$ cat config.mk
export PLATFORM = sky130hd
export DESIGN_NAME = pwr_state_ctrl
export DESIGN_NICKNAME = d
export VERILOG_FILES = /design/src/rtl/pwr_state_pkg.sv /design/src/rtl/pwr_evt_arb.sv /design/src/rtl/pwr_fsm.sv /design/src/rtl/pwr_track.sv /design/src/rtl/pwr_state_ctrl.sv
export SDC_FILE = /design/constraint.sdc
export NUM_CORES = 1
export LEC_CHECK = 0
export ABC_AREA = 0
export ABC_CLOCK_PERIOD_IN_PS = 2200
export CORE_UTILIZATION = 35
export CTS_CLUSTER_DIAMETER = 50
export DETAILED_ROUTE_END_ITERATION = 16
export MAX_ROUTING_LAYER = met4
export PLACE_DENSITY = 0.61
export RECOVER_POWER = 100
export SYNTH_ARGS = -nofsm -noshare
export SYNTH_HDL_FRONTEND = slang
export SYNTH_SLANG_ARGS = --single-unit
$ cat constraint.sdc
create_clock -name clk_i -period 2.2 [get_ports clk_i]
set_input_delay 0.44 -clock clk_i [delete_from_list [all_inputs] [get_ports clk_i]]
set_output_delay 0.44 -clock clk_i [all_outputs]
set_load 0.01 [all_outputs]
$ cat src/rtl/pwr_state_pkg.sv
package pwr_state_pkg;
  localparam int STATE_W = 3;

  typedef enum logic [STATE_W-1:0] {
    ST_NORMAL = 3'd0,
    ST_HALT   = 3'd1,
    ST_SGRANT = 3'd2,
    ST_SCLK   = 3'd3,
    ST_SNOOP  = 3'd4,
    ST_FLUSH  = 3'd5
  } pwr_state_e;
endpackage

$ cat src/rtl/pwr_evt_arb.sv
module pwr_evt_arb
  import pwr_state_pkg::*;
(
  input  logic       intr_i,
  input  logic       nmi_i,
  input  logic       smi_i,
  input  logic       sreset_i,
  input  logic       eads_i,
  input  logic       hold_i,
  input  logic       ahold_i,
  input  logic       boff_i,
  input  logic       flush_i,
  input  logic       wb_mode_i,
  input  pwr_state_e state_i,
  output logic       wake_o,
  output logic       snoop_o,
  output logic       flush_ok_o,
  output logic       bus_float_o
);
  logic asleep;

  assign asleep      = (state_i == ST_HALT) || (state_i == ST_SGRANT);
  assign wake_o      = intr_i | nmi_i | smi_i | sreset_i;
  assign snoop_o     = eads_i;
  assign flush_ok_o  = flush_i & wb_mode_i;
  assign bus_float_o = asleep & (hold_i | ahold_i | boff_i);
endmodule

$ cat src/rtl/pwr_fsm.sv
module pwr_fsm
  import pwr_state_pkg::*;
(
  input  logic       clk_i,
  input  logic       rst_ni,
  input  logic       reset_i,
  input  logic       stpclk_i,
  input  logic       halt_i,
  input  logic       wake_i,
  input  logic       snoop_i,
  input  logic       flush_ok_i,
  input  logic       hitm_i,
  input  logic       wb_done_i,
  input  logic       clk_run_i,
  output pwr_state_e state_o,
  output logic       snoop_enter_o,
  output logic       sg_cycle_o,
  output logic       halt_cycle_o
);
  pwr_state_e state_q, state_d;
  pwr_state_e prior_q, prior_d;  // return target of snoop / flush
  pwr_state_e sgret_q, sgret_d;  // return target of stop grant
  logic       sg_d, halt_d, sg_q, halt_q;

  always_comb begin
    state_d       = state_q;
    prior_d       = prior_q;
    sgret_d       = sgret_q;
    sg_d          = 1'b0;
    halt_d        = 1'b0;
    snoop_enter_o = 1'b0;
    if (reset_i) begin
      state_d = ST_NORMAL;
      prior_d = ST_NORMAL;
      sgret_d = ST_NORMAL;
    end else begin
      unique case (state_q)
        ST_NORMAL: begin
          if (stpclk_i) begin
            state_d = ST_SGRANT;
            sgret_d = ST_NORMAL;
            sg_d    = 1'b1;
          end else if (flush_ok_i) begin
            state_d = ST_FLUSH;
            prior_d = ST_NORMAL;
          end else if (halt_i) begin
            state_d = ST_HALT;
            halt_d  = 1'b1;
          end
        end
        ST_HALT: begin
          if (wake_i) begin
            state_d = ST_NORMAL;
          end else if (stpclk_i) begin
            state_d = ST_SGRANT;
            sgret_d = ST_HALT;
            sg_d    = 1'b1;
          end else if (snoop_i) begin
            state_d       = ST_SNOOP;
            prior_d       = ST_HALT;
            snoop_enter_o = 1'b1;
          end else if (flush_ok_i) begin
            state_d = ST_FLUSH;
            prior_d = ST_HALT;
          end
        end
        ST_SGRANT: begin
          if (!stpclk_i) begin
            state_d = sgret_q;
            halt_d  = (sgret_q == ST_HALT);
          end else if (!clk_run_i) begin
            state_d = ST_SCLK;
          end else if (snoop_i) begin
            state_d       = ST_SNOOP;
            prior_d       = ST_SGRANT;
            snoop_enter_o = 1'b1;
          end
        end
        ST_SCLK: begin
          if (clk_run_i) state_d = ST_SGRANT;
        end
        ST_SNOOP: begin
          if (!hitm_i || wb_done_i) state_d = prior_q;
        end
        ST_FLUSH: begin
          if (wb_done_i) begin
            state_d = prior_q;
            halt_d  = (prior_q == ST_HALT);
          end
        end
        default: state_d = ST_NORMAL;
      endcase
    end
  end

  always_ff @(posedge clk_i or negedge rst_ni) begin
    if (!rst_ni) begin
      state_q <= ST_NORMAL;
      prior_q <= ST_NORMAL;
      sgret_q <= ST_NORMAL;
      sg_q    <= 1'b0;
      halt_q  <= 1'b0;
    end else begin
      state_q <= state_d;
      prior_q <= prior_d;
      sgret_q <= sgret_d;
      sg_q    <= sg_d;
      halt_q  <= halt_d;
    end
  end

  assign state_o      = state_q;
  assign sg_cycle_o   = sg_q;
  assign halt_cycle_o = halt_q;
endmodule

$ cat src/rtl/pwr_track.sv
module pwr_track
  import pwr_state_pkg::*;
(
  input  logic       clk_i,
  input  logic       rst_ni,
  input  logic       reset_i,
  input  logic       snoop_enter_i,
  input  logic       mod_hit_i,
  input  logic       wb_done_i,
  input  logic       intr_i,
  input  pwr_state_e state_i,
  output logic       hitm_o,
  output logic       intr_pend_o
);
  logic hitm_q, pend_q;

  always_ff @(posedge clk_i or negedge rst_ni) begin
    if (!rst_ni) begin
      hitm_q <= 1'b0;
      pend_q <= 1'b0;
    end else if (reset_i) begin
      hitm_q <= 1'b0;
      pend_q <= 1'b0;
    end else begin
      if (snoop_enter_i)         hitm_q <= mod_hit_i;
      else if (hitm_q && wb_done_i) hitm_q <= 1'b0;
      pend_q <= intr_i && (pend_q || state_i == ST_SCLK) && (state_i != ST_NORMAL);
    end
  end

  assign hitm_o      = hitm_q;
  assign intr_pend_o = pend_q;
endmodule

$ cat src/rtl/pwr_state_ctrl.sv
module pwr_state_ctrl
  import pwr_state_pkg::*;
(
  input  logic               clk_i,
  input  logic               rst_ni,
  input  logic               reset_i,
  input  logic               stpclk_req_i,
  input  logic               halt_i,
  input  logic               intr_i,
  input  logic               nmi_i,
  input  logic               smi_i,
  input  logic               sreset_i,
  input  logic               eads_i,
  input  logic               hold_i,
  input  logic               ahold_i,
  input  logic               boff_i,
  input  logic               flush_i,
  input  logic               wb_mode_i,
  input  logic               mod_hit_i,
  input  logic               wb_done_i,
  input  logic               clk_run_i,
  output logic               sg_cycle_o,
  output logic               halt_cycle_o,
  output logic               bus_float_o,
  output logic               hitm_o,
  output logic               intr_pend_o,
  output logic [STATE_W-1:0] state_o
);
  pwr_state_e state;
  logic wake, snoop, flush_ok, snoop_enter, hitm;

  pwr_evt_arb i_arb (
    .intr_i      (intr_i),
    .nmi_i       (nmi_i),
    .smi_i       (smi_i),
    .sreset_i    (sreset_i),
    .eads_i      (eads_i),
    .hold_i      (hold_i),
    .ahold_i     (ahold_i),
    .boff_i      (boff_i),
    .flush_i     (flush_i),
    .wb_mode_i   (wb_mode_i),
    .state_i     (state),
    .wake_o      (wake),
    .snoop_o     (snoop),
    .flush_ok_o  (flush_ok),
    .bus_float_o (bus_float_o)
  );

  pwr_fsm i_fsm (
    .clk_i         (clk_i),
    .rst_ni        (rst_ni),
    .reset_i       (reset_i),
    .stpclk_i      (stpclk_req_i),
    .halt_i        (halt_i),
    .wake_i        (wake),
    .snoop_i       (snoop),
    .flush_ok_i    (flush_ok),
    .hitm_i        (hitm),
    .wb_done_i     (wb_done_i),
    .clk_run_i     (clk_run_i),
    .state_o       (state),
    .snoop_enter_o (snoop_enter),
    .sg_cycle_o    (sg_cycle_o),
    .halt_cycle_o  (halt_cycle_o)
  );

  pwr_track i_track (
    .clk_i         (clk_i),
    .rst_ni        (rst_ni),
    .reset_i       (reset_i),
    .snoop_enter_i (snoop_enter),
    .mod_hit_i     (mod_hit_i),
    .wb_done_i     (wb_done_i),
    .intr_i        (intr_i),
    .state_i       (state),
    .hitm_o        (hitm),
    .intr_pend_o   (intr_pend_o)
  );

  assign hitm_o  = hitm;
  assign state_o = state;
endmodule

==> results, run 1 <==
- For this design the ratio of total power to cell area is 603 mW/mm².
- The worst hold-check slack is 526 ps.
- By area the synthesized netlist is led by dfrtp_1, a21oi_1, nand2_1.
- The post-synthesis simple-gate area fraction is 29.1%.
- The highest net fanout along the worst path is 17.
- The largest net degree at the start of global routing is 18.
- After layout, the worst setup slack is 75.6 ps.
- The largest single stage delay on the critical path is 610 ps.
- The clock tree from TritonCTS is done.
- The congestion estimate from routability-driven global placement came to 0.896.
- The post-synthesis instance area is 769 µm².
- Summed over all nets, the half-perimeter wirelength after detailed placement is 1.61 mm.
- The width of the chip is 48.9 µm.
- Of the post-synthesis cell area, the dominant cell type holds 32.5%.
- The count of pins on the block boundary is 26.
- The vertical die dimension is 48.9 µm.
- The kind of path behind the tightest hold check is reg -> reg.
- In this run the post-CTS setup repair buffer count came out at 0.
- The worst hold path terminates at i_fsm.prior_q[0].
- The normalized max-slew margin is 67.2%.
- The largest individual stage delay along the critical path comes from the cell clkdlybuf4s50_1.
- The via density per instance is 5.54.
- The analysis attributes to cell leakage a power of 0.440 nW.
- Subtracting the final worst setup slack from the clock period gives 2120 ps.
- STA classifies the critical path startpoint as a flop.
- Clock skew on the completed layout was measured at 5.27 ps.
- The clock insertion delay at the later pin of the skew report is 280 ps.
- After detailed routing, the number of remaining DRC violations is 0.
- The flow ran to the end, and the final reports show no timing, DRC or antenna violations.
- In this run the number of H-tree levels came out at 1.
- The global route total overflow is 0.
- Max-cap violations in this run came to 0.
- The number of distinct library cells after synthesis is 35.
- Of the cells placed in the final design, the portion with a size suffix greater than 1 is 11.4%.
- The detailed router finished its first iteration with 21 violations.
- The complex-gate fraction of the synthesized area is 30.7%.
- The number of antenna violations at the first check in global routing was 0.
- The synthesized design contains 10 register bits.
- The CTS buffer count is 3.
- The worst min-delay path startpoint is i_fsm.prior_q[0].
- The starting utilization of the core area is 38.1%.
- The worst register-to-register path has a setup slack of 370 ps.
- The post-route setup TNS is 0 ps.
- The final net count is 142.
- The number of instances on the worst hold path is 2.
- 0 antenna diodes ended up in the layout.
- The number of nets with antenna violations after detailed routing is 0.
- The total routed wirelength is 2.18 mm.
- The die covers 0.00239 mm².
- Before CTS, the worst setup slack after placement is 48.5 ps.
- Summing the sequential cell areas from Yosys gives 32.5% of the chip area.
- Setup repair after global routing left no endpoint under its margin.
- Of the total synthesized cell area, the portion taken by XOR and XNOR cells is 1.14%.
- The largest total area in the synthesized netlist belongs to dfrtp_1.
- The root buffer cell is clkbuf_4.
- The hold buffer count at cts is 0.
- The Yosys step of the flow raised 0 warnings.
- The signal arrival time at the worst endpoint is 1680 ps.
- The number of max-slew violations in the final report is 0.
- After synthesis, the largest family of logic cells by area is compound AO/OA/AOI/OAI gates.
- The worst register-to-register path ends at i_track.hitm_o.
- The layout overhead on the synthesized area is 40.5%.
- Dividing the synthesized area by the synthesized cell count gives 8.19 µm².
- The multi-input combinational cells in the finished layout cover a total of 453 µm².
- The share of the clock period used by the worst path after layout is 96.6%.
- The number of global-route vias before repair came to 799.
- The CTS sink count is 10.
- The worst-case IR drop observed on VDD is 0.000261 V.
- After synthesis, the share of cell area in mux cells is 0%.
- The proportion of register bits with asynchronous set or reset after synthesis is 100%.
- For the worst flop-to-flop path, the logic depth is 5.
- Walking the worst path, the cells encountered are clkbuf_2, clkdlybuf4s50_1.
- The number of flops mapped to enable cells by yosys is 0.
- The total of buffers placed on input and output ports is 25.
- The first-pass GRT wire length is 3.68 mm.
- The total iterations of the first detailed-routing run is 5.
- The source of the worst register-to-register timing path is i_fsm.state_o[2].
- The number of buffers on the longest clock path is 2.
- Dividing the detail-routed wire length by the instance count gives 14.6 µm.
- Derived from the worst setup path, the maximum achievable clock frequency is 471 MHz.
- The share of the core filled with cells in the final layout is 53.5%.
- The layout has 183 filler cells.
- In the final layout, flip-flops and latches occupy 250 µm².
- The required time of the critical path is 1760 ps.
- Post-CTS repair changed the size of 0 cells.
- The number of nets handed over by synthesis was 112.
- The most instantiated flip-flop cell in the synthesis netlist is dfrtp_1.
- For this run, the total global-route usage over all layers was measured as 20.6%.
- After Yosys synthesis, full adders, half adders and majority gates account for 0% of the synthesized area.
- STA classifies the critical path endpoint as a primary output.
- The measured slew at the worst slew-check pin is 490 ps.
- After floorplanning, the core was sized to cover 0.00202 mm².
- The category of the critical setup timing path is reg -> out.
- The total count of hold-check failures in the final report was 0.
- Synthesis produced a netlist whose cell count is 94.
- The routed layout has 831 vias.
- The clock transition at the register clock pins on the worst setup and hold paths after CTS is 80 ps.
- The total setup violations reported at the end of the flow is 0.
- The floorplan has 16 rows.
[where the power goes]
| part | total (mW) | switching (mW) | internal, mW | leakage (nW) |
|---|---|---|---|---|
| clock | 0.177 | 0.0767 | 0.101 | 0.0210 |
| combinational | 0.249 | 0.126 | 0.124 | 0.283 |
| sequential | 0.225 | 0.0235 | 0.202 | 0.136 |
| total | 0.652 | 0.226 | 0.426 | 0.440 |
[area by class of cell]
cell class                 instances  share of cell area (%)
clock buffer                       4                    3.36
tap                               27                    3.12
timing repair buffer              32                    27.4
inverter                           3                    1.04
sequential                        10                    23.1
multi-input combinational         74                    41.9
[metrics by stage]
step	power (mW)	instance area, µm²	cells
after floorplan	0.366	769	94
after detailed placement	0.491	1070	146
after global placement	0.491	1070	146
after CTS	0.666	1100	150
final	0.652	1080	150
after global routing	0.690	1080	150
[flip-flops by register name, indices dropped and copies added, names as in the netlist]
| signal | flops |
|---|---|
| i_fsm.halt_cycle_o | 1 |
| i_fsm.state_o | 3 |
| i_fsm.sgret_q | 1 |
| i_track.intr_pend_o | 1 |
| i_track.hitm_o | 1 |
| i_fsm.prior_q | 2 |
| i_fsm.sg_cycle_o | 1 |
[logic make-up after synthesis]
logic type	Yosys count
simple gates	38
compound gates	35
flops	10
buf+inv	10
xor+xnor	1
[worst max-delay path: cells and delay by family, from the launching register on]
kind | cells | cell delay (ps)
DFF | 1 | 430
buffers and inverters | 2 | 960
[synth_stat cells (all sizes together), types with 2 or more instances]
master / n
nand2: 9
nor4: 2
a21oi: 8
nor2b: 2
a211oi: 3
a32oi: 2
a31oi: 2
a31o: 2
nor2: 9
nor3b: 2
a21o: 2
or4b: 2
nor3: 6
o21ai: 8
a21boi: 2
buf: 6
inv: 3
dfrtp: 10
nand2b: 2
o22ai: 2
[worst max-delay path by stage]
| stage | startpoint | endpoint | slack (ps) | cells after the start |
|---|---|---|---|---|
| after floorplan | nmi_i | i_fsm.state_o[2] | 480 | 6 |
| after global placement | intr_i | i_fsm.prior_q[0] | 60 | 6 |
| after detailed placement | intr_i | i_fsm.prior_q[0] | 50 | 6 |
| after CTS | hold_i | bus_float_o | 80 | 4 |
| after global routing | ahold_i | bus_float_o | 30 | 4 |
| final | i_fsm.state_o[0] | state_o[0] | 80 | 2 |
[layer usage]
layer  wire (µm)  up-vias  track usage [%]
li1            -      409                -
met2        1090       30             31.9
met1        1010      390             26.9
met3          72        2             1.87
met4          12        0             9.80
met5           0        -                -
[cells in the final DEF (no fill, tap or decap), drive strengths merged, types with 3 or more instances in the layout]
master         Yosys  final
nor3               6      6
a211oi             3      3
clkbuf             1      7
inv                3      3
o21ai              8      8
buf                6      4
a21oi              8      8
clkdlybuf4s50      0     18
dlygate4sd3        0      7
nor2               9      9
dfrtp             10     10
nand2              9      9
(Power assumes the default switching activity.)
==> run 2: changes to the inputs <==
--- a/config.mk
+++ b/config.mk
@@ -6,7 +6,7 @@
 export NUM_CORES = 1
 export LEC_CHECK = 0
 export ABC_AREA = 0
-export ABC_CLOCK_PERIOD_IN_PS = 2200
+export ABC_CLOCK_PERIOD_IN_PS = 2300
 export CORE_UTILIZATION = 35
 export CTS_CLUSTER_DIAMETER = 50
 export DETAILED_ROUTE_END_ITERATION = 16
==> constraint.sdc (replaced) <==
create_clock -name clk_i -period 2.3 [get_ports clk_i]
set_input_delay 0.345 -clock clk_i [delete_from_list [all_inputs] [get_ports clk_i]]
set_output_delay 0.345 -clock clk_i [all_outputs]
set_load 0.01 [all_outputs]
==> results, run 2 (synthesized netlist as in run 1, its figures left out) <==
- The flow ran to the end, and the final reports show no timing, DRC or antenna violations.
- Across all layers, the routed design uses 816 vias.
- The first-pass GRT wire length is 3.65 mm.
- The total overflow left after global routing is 0.
- The number of nets with antenna violations after detailed routing is 0.
- The signal arrival time at the worst endpoint is 1720 ps.
- Summing all placed instances gives a cell area of 0.00104 mm².
- In this run, CTS created clock tree buffers numbering 3.
- Power spread over the standard cell area amounts to 576 mW/mm².
- Counting cells, the worst reg-to-reg path comes to 5.
- The worst path in the final design needs a cycle of 2070 ps, including I/O delays and setup.
- STA classifies the critical path endpoint as a primary output.
- At the pin with the least slew margin, the transition time is 476 ps.
- The clock drives 10 sinks.
- After detailed routing, the total wire length is 2.15 mm.
- The fraction of final layout cells with drive strength greater than 1 is 9.17%.
- The met2 usage in global routing is 32.4%.
- For this run, the total global-route usage over all layers was measured as 20.5%.
- The number of violations of the max-capacitance limit is 0.
- The number of buffers on the longest clock path is 2.
- The kind of path behind the tightest hold check is in -> async.
- Dividing the detail-routed wire length by the instance count gives 14.6 µm.
- The number of gates resized after cts is 0.
- The total iterations of the first detailed-routing run is 4.
- After floorplanning, the core was divided into 16 placement rows.
- From synthesis to final layout, the design area changed by 37.6%.
- CTS built an H-tree with a depth of 1.
- At the worst endpoint, the required time is 1960 ps.
- The starting utilization of the core area is 38.1%.
- After clock tree synthesis, the flow added hold-fix buffers numbering 0.
- The floorplan step defined a die boundary enclosing 0.00239 mm².
- The number of global-route vias before repair is 805.
- After routing the design area is 0.00106 mm².
- The category of the critical setup timing path is reg -> out.
- The width of the chip is 48.9 µm.
- Measured against its own limit, the worst slew margin works out to 68.2%.
- Setup repair after global routing left no endpoint under its margin.
- The clock insertion delay at the later pin of the skew report is 280 ps.
- Setup violations remaining at the end of the flow were counted as 0.
- The antenna diode count is 0.
- The first routing iteration left 19 violations.
- The root buffer cell is clkbuf_4.
- Global routing used 25.1% of the available met1 tracks.
- The share of the clock period used by the worst path after layout is 90.0%.
- The register with the most flip-flops in the layout has 3 of them.
- The via density per instance is 5.55.
- The most utilized layer in the global route result is met2.
- STA classifies the critical path startpoint as a flop.
- The total count of hold-check failures in the final report is 0.
- In the layout the commonest cells are clkdlybuf4s50_1, dfrtp_1, nand2_1, nor2_1.
- The maximum VDD drop is 0.000233 V.
- The placed wire-length estimate is 1.60 mm.
- The area of the core is 0.00202 mm².
- After detailed routing, the number of remaining DRC violations is 0.
- The weighted congestion reported at the end of routability-driven placement is 0.871.
- The total of buffers placed on input and output ports is 25.
- The met3 track demand over resource in global routing is 2.80%.
- Summed over all failing endpoints, the final setup total negative slack is 0 ps.
- The fmax is 483 MHz.
- The number of max-slew violations in the final report is 0.
- The number of antenna violations at the first check in global routing is 0.
- Between clock sinks in the finished design, the worst skew comes to 3.54 ps.
- The clock transition at the register clock pins on the worst setup and hold paths after CTS is 70 ps.
- The die is 48.9 µm tall.
- The leakage power is 0.426 nW.
- Leaving out fill and tap cells, the most frequent cell in the layout is clkdlybuf4s50_1.
- The clock tree from TritonCTS is done.
- After clock tree synthesis, the setup repair step added 0 buffers.
- After the last flow step, the layout net total stands at 139.
- In this run the worst path has a maximum fanout of 14.
- The largest net degree at the start of global routing is 18.
- The number of fill cells is 200.
- The count of pins on the block boundary is 26.
-- run 2: where the power goes --
group          internal [mW]  switching (mW)  total [mW]
Combinational          0.110           0.110       0.220
Clock                 0.0963          0.0706       0.167
Sequential             0.193          0.0299       0.223
Total                  0.399           0.211       0.610
-- run 2: routing by layer --
metal / up-vias / part of all wire [%]
li1: 403 / -
met1: 389 / 47
met2: 20 / 48
met3: 4 / 3.2
met4: 0 / 1.7
met5: - / 0
-- run 2: area by class of cell --
cell class                      instances  area, µm²  area share [%]
Multi-Input combinational cell         74        453            42.8
Timing Repair Buffer                   29        274            25.9
Sequential cell                        10        250            23.6
Clock buffer                            4       36.3            3.43
Tap cell                               27       33.8            3.19
Inverter                                3       11.3            1.06
-- run 2: final timing paths --
path                             startpoint             endpoint  slack [ps]
setup / recovery           i_fsm.state_o[1]          bus_float_o         230
hold / removal                       rst_ni  i_track.intr_pend_o         460
setup reg to reg           i_fsm.state_o[1]       i_track.hitm_o         420
hold reg to reg            i_fsm.prior_q[0]     i_fsm.prior_q[0]         540
max in group asynchronous            rst_ni     i_fsm.state_o[1]        1520
min in group clk_i         i_fsm.prior_q[0]     i_fsm.prior_q[0]         540
-- run 2: stage by stage --
stage | cells | util, % | setup WS, ps | hold WS, ps | power, mW
floorplan | 94 | - | 648 | 49.4 | 0.350
global placement | 143 | 51.7 | 255 | 482 | 0.459
detailed placement | 143 | 51.7 | 248 | 495 | 0.460
CTS | 147 | 53.5 | 226 | 412 | 0.622
global route | 147 | 52.4 | 77.8 | 510 | 0.642
finish | 147 | 52.4 | 231 | 457 | 0.610
-- run 2: critical path, cell delays in order, from the launching register on --
cell,delay [ps]
dfrtp_1,550
xnor2_1,200
nor3_1,130
clkdlybuf4s50_1,560
==> run 3: changes to the inputs <==
--- a/config.mk
+++ b/config.mk
@@ -10,6 +10,7 @@
 export CORE_UTILIZATION = 35
 export CTS_CLUSTER_DIAMETER = 50
 export DETAILED_ROUTE_END_ITERATION = 16
+export HOLD_SLACK_MARGIN = 0.08
 export MAX_ROUTING_LAYER = met4
 export PLACE_DENSITY = 0.61
 export RECOVER_POWER = 100
==> results of run 3 <==
The final DEF is identical to that of run 2; final timing and power are the same.
